--- config.mk ---
export PLATFORM = sky130hd
export DESIGN_NAME = alu_opflag_unit
export DESIGN_NICKNAME = d
export VERILOG_FILES = /design/src/rtl/alu_opflag_pkg.sv /design/src/rtl/alu_src_alias.sv /design/src/rtl/alu_opnd_b.sv /design/src/rtl/alu_exec.sv /design/src/rtl/alu_opflag_unit.sv
export SDC_FILE = /design/constraint.sdc
export NUM_CORES = 2
export LEC_CHECK = 0
export BUFFER_PORTS_ARGS = -buffer_cell sky130_fd_sc_hd__buf_2
export CAP_MARGIN = 25
export CORE_MARGIN = 2
export CORE_UTILIZATION = 54
export DETAILED_ROUTE_END_ITERATION = 8
export PLACE_DENSITY = 0.79
export REMOVE_ABC_BUFFERS = 1
export SLEW_MARGIN = 0
export SYNTH_ARGS = -nofsm -noshare
export SYNTH_HDL_FRONTEND = slang
export SYNTH_HIERARCHICAL = 1
export SYNTH_SLANG_ARGS = --single-unit
--- constraint.sdc ---
create_clock -name clk -period 0.84 [get_ports clk]
set_clock_uncertainty 0.1 [all_clocks]
set_input_delay 0.168 -clock clk [delete_from_list [all_inputs] [get_ports clk]]
set_output_delay 0.168 -clock clk [all_outputs]
set_load 0.05 [all_outputs]
--- src/rtl/alu_opflag_pkg.sv ---
package alu_opflag_pkg;

  typedef enum logic [2:0] {
    OP_ADD = 3'd0,
    OP_SUB = 3'd1,
    OP_AND = 3'd2,
    OP_ORR = 3'd3,
    OP_EOR = 3'd4
  } alu_op_e;

  typedef enum logic [1:0] {
    FM_IMM    = 2'd0,
    FM_SHREG  = 2'd1,
    FM_EXTREG = 2'd2
  } opnd_form_e;

  typedef enum logic [1:0] {
    SH_LSL = 2'd0,
    SH_LSR = 2'd1,
    SH_ASR = 2'd2,
    SH_ROR = 2'd3
  } shift_kind_e;

  typedef struct packed {
    logic n;
    logic z;
    logic c;
    logic v;
  } nzcv_t;

  function automatic logic op_is_bitwise(input logic [2:0] op);
    return (op == OP_AND) || (op == OP_ORR) || (op == OP_EOR);
  endfunction

endpackage

--- src/rtl/alu_src_alias.sv ---
module alu_src_alias
  import alu_opflag_pkg::*;
#(
  parameter int XLEN = 64,
  parameter int IDXW = 5
) (
  input  logic [2:0]      op,
  input  logic [1:0]      form,
  input  logic            set_flags,
  input  logic [IDXW-1:0] rn_idx,
  input  logic [IDXW-1:0] rm_idx,
  input  logic [IDXW-1:0] rd_idx,
  input  logic [XLEN-1:0] rn_rf,
  input  logic [XLEN-1:0] rm_rf,
  input  logic [XLEN-1:0] sp_val,
  output logic [XLEN-1:0] opnd_a,
  output logic [XLEN-1:0] rm_val,
  output logic            rd_is_gpr,
  output logic            rd_to_sp
);
  localparam logic [IDXW-1:0] ALIAS_IDX = '1;

  logic form_is_shreg;
  logic rn_hits_alias;
  logic rn_is_zr;
  logic rd_hits_alias;

  assign form_is_shreg = (form == FM_SHREG);
  assign rn_hits_alias = (rn_idx == ALIAS_IDX);
  assign rn_is_zr      = rn_hits_alias && (op_is_bitwise(op) || form_is_shreg);

  always_comb begin
    if (rn_is_zr)           opnd_a = '0;
    else if (rn_hits_alias) opnd_a = sp_val;
    else                    opnd_a = rn_rf;
  end

  assign rm_val = (rm_idx == ALIAS_IDX) ? '0 : rm_rf;

  assign rd_hits_alias = (rd_idx == ALIAS_IDX);
  assign rd_is_gpr     = !rd_hits_alias;
  assign rd_to_sp      = rd_hits_alias && !(set_flags || form_is_shreg);

endmodule

--- src/rtl/alu_opnd_b.sv ---
module alu_opnd_b
  import alu_opflag_pkg::*;
#(
  parameter int XLEN       = 64,
  parameter int EXT_SH_MAX = 4,
  localparam int SHW       = $clog2(XLEN)
) (
  input  logic [1:0]      form,
  input  logic [XLEN-1:0] rm_val,
  input  logic [XLEN-1:0] imm,
  input  logic [1:0]      shift_type,
  input  logic [SHW-1:0]  shift_amt,
  input  logic [2:0]      ext_type,
  input  logic [2:0]      ext_shift,
  output logic [XLEN-1:0] opnd_b
);

  function automatic logic [XLEN-1:0] shift_val(input logic [XLEN-1:0] v,
                                                input logic [1:0] kind,
                                                input logic [SHW-1:0] n);
    logic [2*XLEN-1:0] dbl;
    case (kind)
      SH_LSL:  return v << n;
      SH_LSR:  return v >> n;
      SH_ASR:  return $signed(v) >>> n;
      default: begin
        dbl = {v, v} >> n;
        return dbl[XLEN-1:0];
      end
    endcase
  endfunction

  function automatic logic [XLEN-1:0] extend_val(input logic [XLEN-1:0] v,
                                                 input logic [2:0] kind);
    logic [XLEN-1:0] r;
    int w;
    w = 8 << kind[1:0];
    if (w > XLEN) w = XLEN;
    for (int i = 0; i < XLEN; i++)
      r[i] = (i < w) ? v[i] : (kind[2] & v[w-1]);
    return r;
  endfunction

  logic [XLEN-1:0] shreg_val;
  logic [XLEN-1:0] ext_raw;
  logic [XLEN-1:0] extreg_val;
  logic [2:0]      ext_sh_eff;

  assign shreg_val  = shift_val(rm_val, shift_type, shift_amt);
  assign ext_raw    = extend_val(rm_val, ext_type);
  assign ext_sh_eff = (ext_shift > 3'(EXT_SH_MAX)) ? 3'(EXT_SH_MAX) : ext_shift;
  assign extreg_val = ext_raw << ext_sh_eff;

  always_comb begin
    case (form)
      FM_SHREG:  opnd_b = shreg_val;
      FM_EXTREG: opnd_b = extreg_val;
      default:   opnd_b = imm;
    endcase
  end

endmodule

--- src/rtl/alu_exec.sv ---
module alu_exec
  import alu_opflag_pkg::*;
#(
  parameter int XLEN = 64
) (
  input  logic [2:0]      op,
  input  logic [XLEN-1:0] a,
  input  logic [XLEN-1:0] b,
  output logic [XLEN-1:0] result,
  output logic [3:0]      flags_calc
);

  function automatic logic add_carry(input logic [XLEN-1:0] s, input logic [XLEN-1:0] x);
    return s < x;
  endfunction

  function automatic logic add_ovf(input logic [XLEN-1:0] s, input logic [XLEN-1:0] x,
                                   input logic [XLEN-1:0] y);
    logic [XLEN-1:0] t;
    t = (s ^ x) & ~(x ^ y);
    return t[XLEN-1];
  endfunction

  function automatic logic sub_ovf(input logic [XLEN-1:0] d, input logic [XLEN-1:0] x,
                                   input logic [XLEN-1:0] y);
    logic [XLEN-1:0] t;
    t = (d ^ x) & (x ^ y);
    return t[XLEN-1];
  endfunction

  logic [XLEN-1:0] sum_w;
  logic [XLEN-1:0] diff_w;
  logic            carry_w;
  logic            ovf_w;
  nzcv_t           f;

  assign sum_w  = a + b;
  assign diff_w = a - b;

  always_comb begin
    case (op)
      OP_SUB: begin
        result  = diff_w;
        carry_w = !(a < b);
        ovf_w   = sub_ovf(diff_w, a, b);
      end
      OP_AND: begin result = a & b; carry_w = 1'b0; ovf_w = 1'b0; end
      OP_ORR: begin result = a | b; carry_w = 1'b0; ovf_w = 1'b0; end
      OP_EOR: begin result = a ^ b; carry_w = 1'b0; ovf_w = 1'b0; end
      default: begin
        result  = sum_w;
        carry_w = add_carry(sum_w, a);
        ovf_w   = add_ovf(sum_w, a, b);
      end
    endcase
  end

  always_comb begin
    f.n = result[XLEN-1];
    f.z = (result == '0);
    f.c = carry_w;
    f.v = ovf_w;
  end

  assign flags_calc = f;

endmodule

--- src/rtl/alu_opflag_unit.sv ---
module alu_opflag_unit
  import alu_opflag_pkg::*;
#(
  parameter int XLEN       = 64,
  parameter int IDXW       = 5,
  parameter int EXT_SH_MAX = 4,
  localparam int SHW       = $clog2(XLEN)
) (
  input  logic            clk,
  input  logic            rst_n,
  input  logic            in_valid,
  input  logic [2:0]      in_op,
  input  logic [1:0]      in_form,
  input  logic            in_setflags,
  input  logic [IDXW-1:0] in_rn_idx,
  input  logic [IDXW-1:0] in_rm_idx,
  input  logic [IDXW-1:0] in_rd_idx,
  input  logic [XLEN-1:0] in_imm,
  input  logic [1:0]      in_shift_type,
  input  logic [SHW-1:0]  in_shift_amt,
  input  logic [2:0]      in_ext_type,
  input  logic [2:0]      in_ext_shift,
  output logic [IDXW-1:0] rf_rn_addr,
  input  logic [XLEN-1:0] rf_rn_data,
  output logic [IDXW-1:0] rf_rm_addr,
  input  logic [XLEN-1:0] rf_rm_data,
  input  logic [XLEN-1:0] sp_rd_data,
  output logic            rf_wr_en,
  output logic [IDXW-1:0] rf_wr_addr,
  output logic [XLEN-1:0] rf_wr_data,
  output logic            sp_wr_en,
  output logic [XLEN-1:0] sp_wr_data,
  output logic            out_valid,
  output logic [XLEN-1:0] out_result,
  output logic [3:0]      flags_nzcv
);

  logic [XLEN-1:0] opnd_a;
  logic [XLEN-1:0] rm_val;
  logic [XLEN-1:0] opnd_b;
  logic [XLEN-1:0] exec_result;
  logic [3:0]      exec_flags;
  logic            rd_is_gpr;
  logic            rd_to_sp;
  logic            flag_update;

  assign rf_rn_addr = in_rn_idx;
  assign rf_rm_addr = in_rm_idx;

  alu_src_alias #(.XLEN(XLEN), .IDXW(IDXW)) u_alias (
    .op        (in_op),
    .form      (in_form),
    .set_flags (in_setflags),
    .rn_idx    (in_rn_idx),
    .rm_idx    (in_rm_idx),
    .rd_idx    (in_rd_idx),
    .rn_rf     (rf_rn_data),
    .rm_rf     (rf_rm_data),
    .sp_val    (sp_rd_data),
    .opnd_a    (opnd_a),
    .rm_val    (rm_val),
    .rd_is_gpr (rd_is_gpr),
    .rd_to_sp  (rd_to_sp)
  );

  alu_opnd_b #(.XLEN(XLEN), .EXT_SH_MAX(EXT_SH_MAX)) u_opnd_b (
    .form       (in_form),
    .rm_val     (rm_val),
    .imm        (in_imm),
    .shift_type (in_shift_type),
    .shift_amt  (in_shift_amt),
    .ext_type   (in_ext_type),
    .ext_shift  (in_ext_shift),
    .opnd_b     (opnd_b)
  );

  alu_exec #(.XLEN(XLEN)) u_exec (
    .op         (in_op),
    .a          (opnd_a),
    .b          (opnd_b),
    .result     (exec_result),
    .flags_calc (exec_flags)
  );

  assign flag_update = in_valid && in_setflags;

  always_ff @(posedge clk or negedge rst_n) begin
    if (!rst_n) begin
      out_valid  <= 1'b0;
      out_result <= '0;
      rf_wr_en   <= 1'b0;
      rf_wr_addr <= '0;
      rf_wr_data <= '0;
      sp_wr_en   <= 1'b0;
      sp_wr_data <= '0;
      flags_nzcv <= '0;
    end else begin
      out_valid <= in_valid;
      rf_wr_en  <= in_valid && rd_is_gpr;
      sp_wr_en  <= in_valid && rd_to_sp;
      if (in_valid) begin
        out_result <= exec_result;
        rf_wr_addr <= in_rd_idx;
        rf_wr_data <= exec_result;
        sp_wr_data <= exec_result;
      end
      if (flag_update) flags_nzcv <= exec_flags;
    end
  end

endmodule

==> impl_metrics.yaml, run 1 <==
outcome:
  status: "aborted with a tool error"
  stop_stage: "global routing"
  error_line: "[ERROR GRT-0116] Global routing finished with congestion. Check the congestion regions in the DRC Viewer."
logic_synthesis:
  synth_sequential_area_ratio_pct: 5.49
  syn_area_mm2: 0.0346
  synth-xor-area-share_pct: 1.80
  yosysWarnings: 6
  synth_top_family_by_area: "compound AO/OA/AOI/OAI gates"
  synthArstFlopShare_pct: 100
  synthMuxAreaShare_pct: 19.8
  synthAdderAreaFrac_pct: 9.48
  synth_cell_type_count: 113
  ys_ff_latch: 76
  synth_compound_area_share_pct: 33.0
  synth_cells: 4700
  avgSynthCellArea_um2: 7.37
  synthFlopType: "dfrtp_1"
  synth_edf_count: 0
  synthSimpleGateAreaFrac_pct: 19.1
place:
  dp_slack_ns: -7.62
  hpwlAfterDp_um: 162000
  portBuffers: 507
  placed_cell_area_mm2: 0.0494
  gp_congestion: 1.49
global_route:
  grt_pass1_wl_um: 433000
  grt_overflow: 1155
  grt_usage_pct: 84.9
  grt_start_max_net_pins: 59
  grt_pass1_vias: 63900
die:
  pin_count: 508
  rows: 92
  die_x_um: 257
  initial_core_util_pct: 54.8
  die_h_um: 257
clock_tree:
  cts_root_buf: "clkbuf_16"
  h-tree-depth: 3
  numCtsBuffers: 9
  clock_sinks: 76
  cts_buffer_depth: 2
-- synth_stat cells (all sizes together), types with 20 or more instances --
master / number / area share (%)
nand2: 422 / 4.6
nor2: 367 / 4.0
a21oi: 363 / 5.3
buf: 301 / 5.8
o21ai: 298 / 4.3
clkbuf: 267 / 2.9
ha: 259 / 9.4
inv: 233 / 2.5
mux2: 178 / 6.6
mux2i: 156 / 4.5
nand3: 141 / 2.0
mux4: 133 / 8.7
o22ai: 117 / 2.1
and2: 94 / 1.7
nor3: 84 / 1.2
o2bb2ai: 84 / 3.2
dfrtp: 76 / 5.5
o211ai: 68 / 1.5
a211oi: 67 / 1.5
xnor2: 67 / 1.7
o31ai: 65 / 1.4
nor2b: 60 / 1.1
a31oi: 50 / 0.96
nand2b: 48 / 0.87
nand4: 48 / 0.87
o221ai: 43 / 1.1
o21bai: 42 / 0.91
a221oi: 39 / 1.1
a21o: 38 / 0.85
and3: 33 / 0.60
nor4: 30 / 0.58
a221o: 29 / 0.84
o21a: 28 / 0.61
a2bb2oi: 25 / 0.63
a211o: 24 / 0.61
o22a: 24 / 0.61
a22oi: 23 / 0.50
a311oi: 23 / 0.58
or3: 20 / 0.36
-- timing repair --
item                                   CTS
pin swaps                               56
hold buffers                             1
setup endpoints to repair              278
endpoints found under the hold margin   80
gates resized for setup                369
buffers inserted                        34
-- metal layers --
layer / overflow / global-route usage [%]
met3: 102 / 77.4
met5: 11 / 64.6
met2: 582 / 95.9
met4: 380 / 83.4
met1: 80 / 82.8
-- cells by family after synthesis --
group	count (synthesis)
adders and majority gates	261
DFF	76
buffers and inverters	813
AOI/OAI and AO/OA	1613
and+or+nand+nor	1399
xor gates and xnor gates	71
muxes	467
-- through the flow --
stage / cells / TNS [ns]
floorplan: 4132 / -523.48
global placement: 7318 / -396.55
detailed placement: 7318 / -407.59
CTS: 7369 / -429.51
==> run 2, diff against run 1 <==
CORE_UTILIZATION = 39   (was 54)
PLACE_DENSITY = default   (was 0.79)
PLACE_DENSITY_LB_ADDON = 0.15   (was default)
clock period = 1.1 ns   (was 0.84 ns; I/O delays follow)
==> impl_metrics.yaml, run 2 <==
worst_hold_path:
  hold_class: "in2reg"
place:
  placed_cell_area_mm2: 0.0510
  hpwlAfterDp_um: 198000
  portBuffers: 507
  gp_congestion: 1.15
  dp_cells: 7781
worst_setup_path:
  r2r_start: "sp_wr_data[46]$_DFFE_PN0P_"
  critPathMaxStageDelay_ns: 0.53
  r2r_end: "sp_wr_data[46]$_DFFE_PN0P_"
  critPathBufInv: 11
  endpoint: "flags_nzcv[2]$_DFFE_PN0P_"
  required_ns: 1.35
  crit_top_cell: "buf_4"
  cp.arrival_ns: 7.81
  cp-start-kind: "input pin"
  critPathTopFamily: "compound AO/OA/AOI/OAI gates"
  cp_slowest_cell: "mux4_2"
  r2r_cells: 1
  critPathKind: "in2reg"
  r2r_slack_ns: 0.11
  endpoint_kind: "register"
  cp-startpoint: "in_rm_idx[2]"
  cp_max_fo: 26
  cp_num_cells: 37
logic_synthesis:
  syn_area_mm2: 0.0346
  synth_common_cells: "421 x nand2_1, 365 x nor2_1, 362 x a21oi_1, 282 x o21ai_0, 267 x clkbuf_1"
  synth_area_leader_cell: "ha_1"
  synth_cell_type_count: 113
  synth_top_area_share_pct: 9.36
  synth_sequential_area_ratio_pct: 5.49
  synth_edf_count: 0
  synth.area.top_cells: "ha_1 9.4%, mux4_2 8.5%, dfrtp_1 5.5%"
  synthFlopType: "dfrtp_1"
  avgSynthCellArea_um2: 7.37
  synthArstFlopShare_pct: 100
  yosysWarnings: 6
  yosysMostFrequentCell: "nand2_1"
  ys_ff_latch: 76
  synth_cells: 4700
drt:
  num_vias: 51300
  final_antenna_net_count: 0
  via_per_inst: 6.47
  first_pass_iters: 6
  drt_iter0_markers: 6463
  wl_per_cell_um: 31.0
  routed_wl_um: 246000
  drc_errors: 0
layout:
  design_area_mm2: 0.0562
  nNetsFinal: 7298
  largest_register_ffs: 64
  reg_top3: "sp_wr_data x64, rf_wr_addr x5, flags_nzcv x4"
  layout-drive-gt1-share_pct: 52.9
  stdcell_count: 7923
  largest_register: "sp_wr_data"
  layout_common_cells: "1949 x buf_4, 486 x buf_2, 405 x nand2_1"
  area_growth_pct: 62.4
  layout_commonest_cell: "buf_4"
clock_tree:
  clkSlewWorstSetupHoldPaths_ns: 0.07
  numCtsBuffers: 9
  clkLatencyLatePin_ns: 0.41
  cts_tree: "done"
  cts_buffer_depth: 2
  cts_root_buf: "clkbuf_16"
  clock_sinks: 76
  h-tree-depth: 3
die:
  rows: 109
  initial_core_util_pct: 39.2
  die_area_mm2: 0.0912
  die_h_um: 302
  core_area_mm2: 0.0882
  die_x_um: 302
  pin_count: 508
outcome:
  status: "complete, but fails checks"
  violations: "setup timing"
sta:
  fin_crit_ns: 7.57
  relSlewSlack_pct: 30.8
  worstMarginPinSlew_ns: 1.04
  rsz0062_at_grt: "yes"
  worst_slack_ns: -6.47
  hold_violations: 0
  tns_ns: -388.23
  clock.fmax_ghz: 0.132
  finalSetupViolCount: 272
  period_share_pct: 688
  drv_slew: 0
job:
  maxCapViolCount: 0
power:
  internal_power_mw: 31.2
  p_clk_share_pct: 5.0
  ir_worst_vdd_mv: 2.08
  power.density_mw_per_mm2: 1250
  p_leak_nw: 26.1
  p_comb_share_pct: 88.4
  p_total_mw: 70.4
  swShare_pct: 55.7
  power_switching_mw: 39.2
  p_seq_share_pct: 6.5
global_route:
  grt_start_max_net_pins: 58
  grt_pass1_wl_um: 337000
  grt_pass1_vias: 48400
  grt_usage_pct: 51.1
  antenna_found_initial: 15
  grt_overflow: 0
## run 2: cell counts after synthesis
No cell type changed its count.
## run 2: what timing repair did
| item | in CTS | in global routing |
|---|---|---|
| hold buffers | 6 | 0 |
| setup buffers | 61 | 57 |
| endpoints found under the setup margin | 272 | 273 |
| pin swaps | 127 | 114 |
| hold endpoints to repair | 81 | 0 |
| cloned | 4 | 1 |
| gates resized for setup | 531 | 379 |
## run 2: how the worst min path moves through the flow
stage                                            end  depth (start not counted)  slack, ns   startpoint
after floorplan            flags_nzcv[0]$_DFFE_PN0P_                          0      -0.18        rst_n
after global placement    sp_wr_data[16]$_DFFE_PN0P_                          1     -0.009        rst_n
after detailed placement  sp_wr_data[16]$_DFFE_PN0P_                          1     -0.002        rst_n
after CTS                         sp_wr_en$_DFF_PN0_                          3      0.009  in_setflags
after global routing              sp_wr_en$_DFF_PN0_                          3       0.08  in_setflags
final                             sp_wr_en$_DFF_PN0_                          3       0.06  in_setflags
## run 2: layout make-up
| type | instances | area (um^2) |
|---|---|---|
| clock buffer | 12 | 236 |
| inverter | 245 | 928 |
| clock inverter | 4 | 73.8 |
| antenna | 10 | 25.0 |
| fill | 7670 | 32000 |
| tap | 1165 | 1460 |
| multi-input combinational | 3811 | 32200 |
| timing repair buffer | 2600 | 19400 |
| sequential | 76 | 1910 |
## run 2: per-stage QoR
| stage | setup slack (ns) | hold WS (ns) | util (%) |
|---|---|---|---|
| finish | -6.47 | 0.0581 | 63.7 |
| CTS | -6.12 | 0.00897 | 61.5 |
| global placement | -7.41 | -0.00870 | 57.8 |
| global route | -6.59 | 0.0815 | 63.7 |
| floorplan | -7.55 | -0.176 | - |
| detailed placement | -7.45 | -0.00164 | 57.8 |
## run 2: cell families after synthesis
group	share of synthesized area [%]
buf+inv	11.4
simple gates	19.1
compound gates	33.0
xor+xnor	1.80
flops	5.49
mux	19.8
fa+ha+maj	9.48
## run 2: power by group through the flow
| stage | Sequential (mW) | Combinational (mW) | Clock [mW] |
|---|---|---|---|
| after floorplan | 13.0 | 18.9 | 0 |
| after global placement | 4.49 | 53.6 | 0 |
| after detailed placement | 4.55 | 54.0 | 0 |
| after CTS | 4.53 | 57.3 | 3.60 |
| after global routing | 4.73 | 64.3 | 3.66 |
| final | 4.59 | 62.3 | 3.54 |
## run 2: routing by layer
layer	track usage [%]	share of wire, %
met1	59.5	35
met2	78.9	42
met3	12.9	11
met4	42.8	11
met5	0	0.019
(Power assumes the default switching activity.)
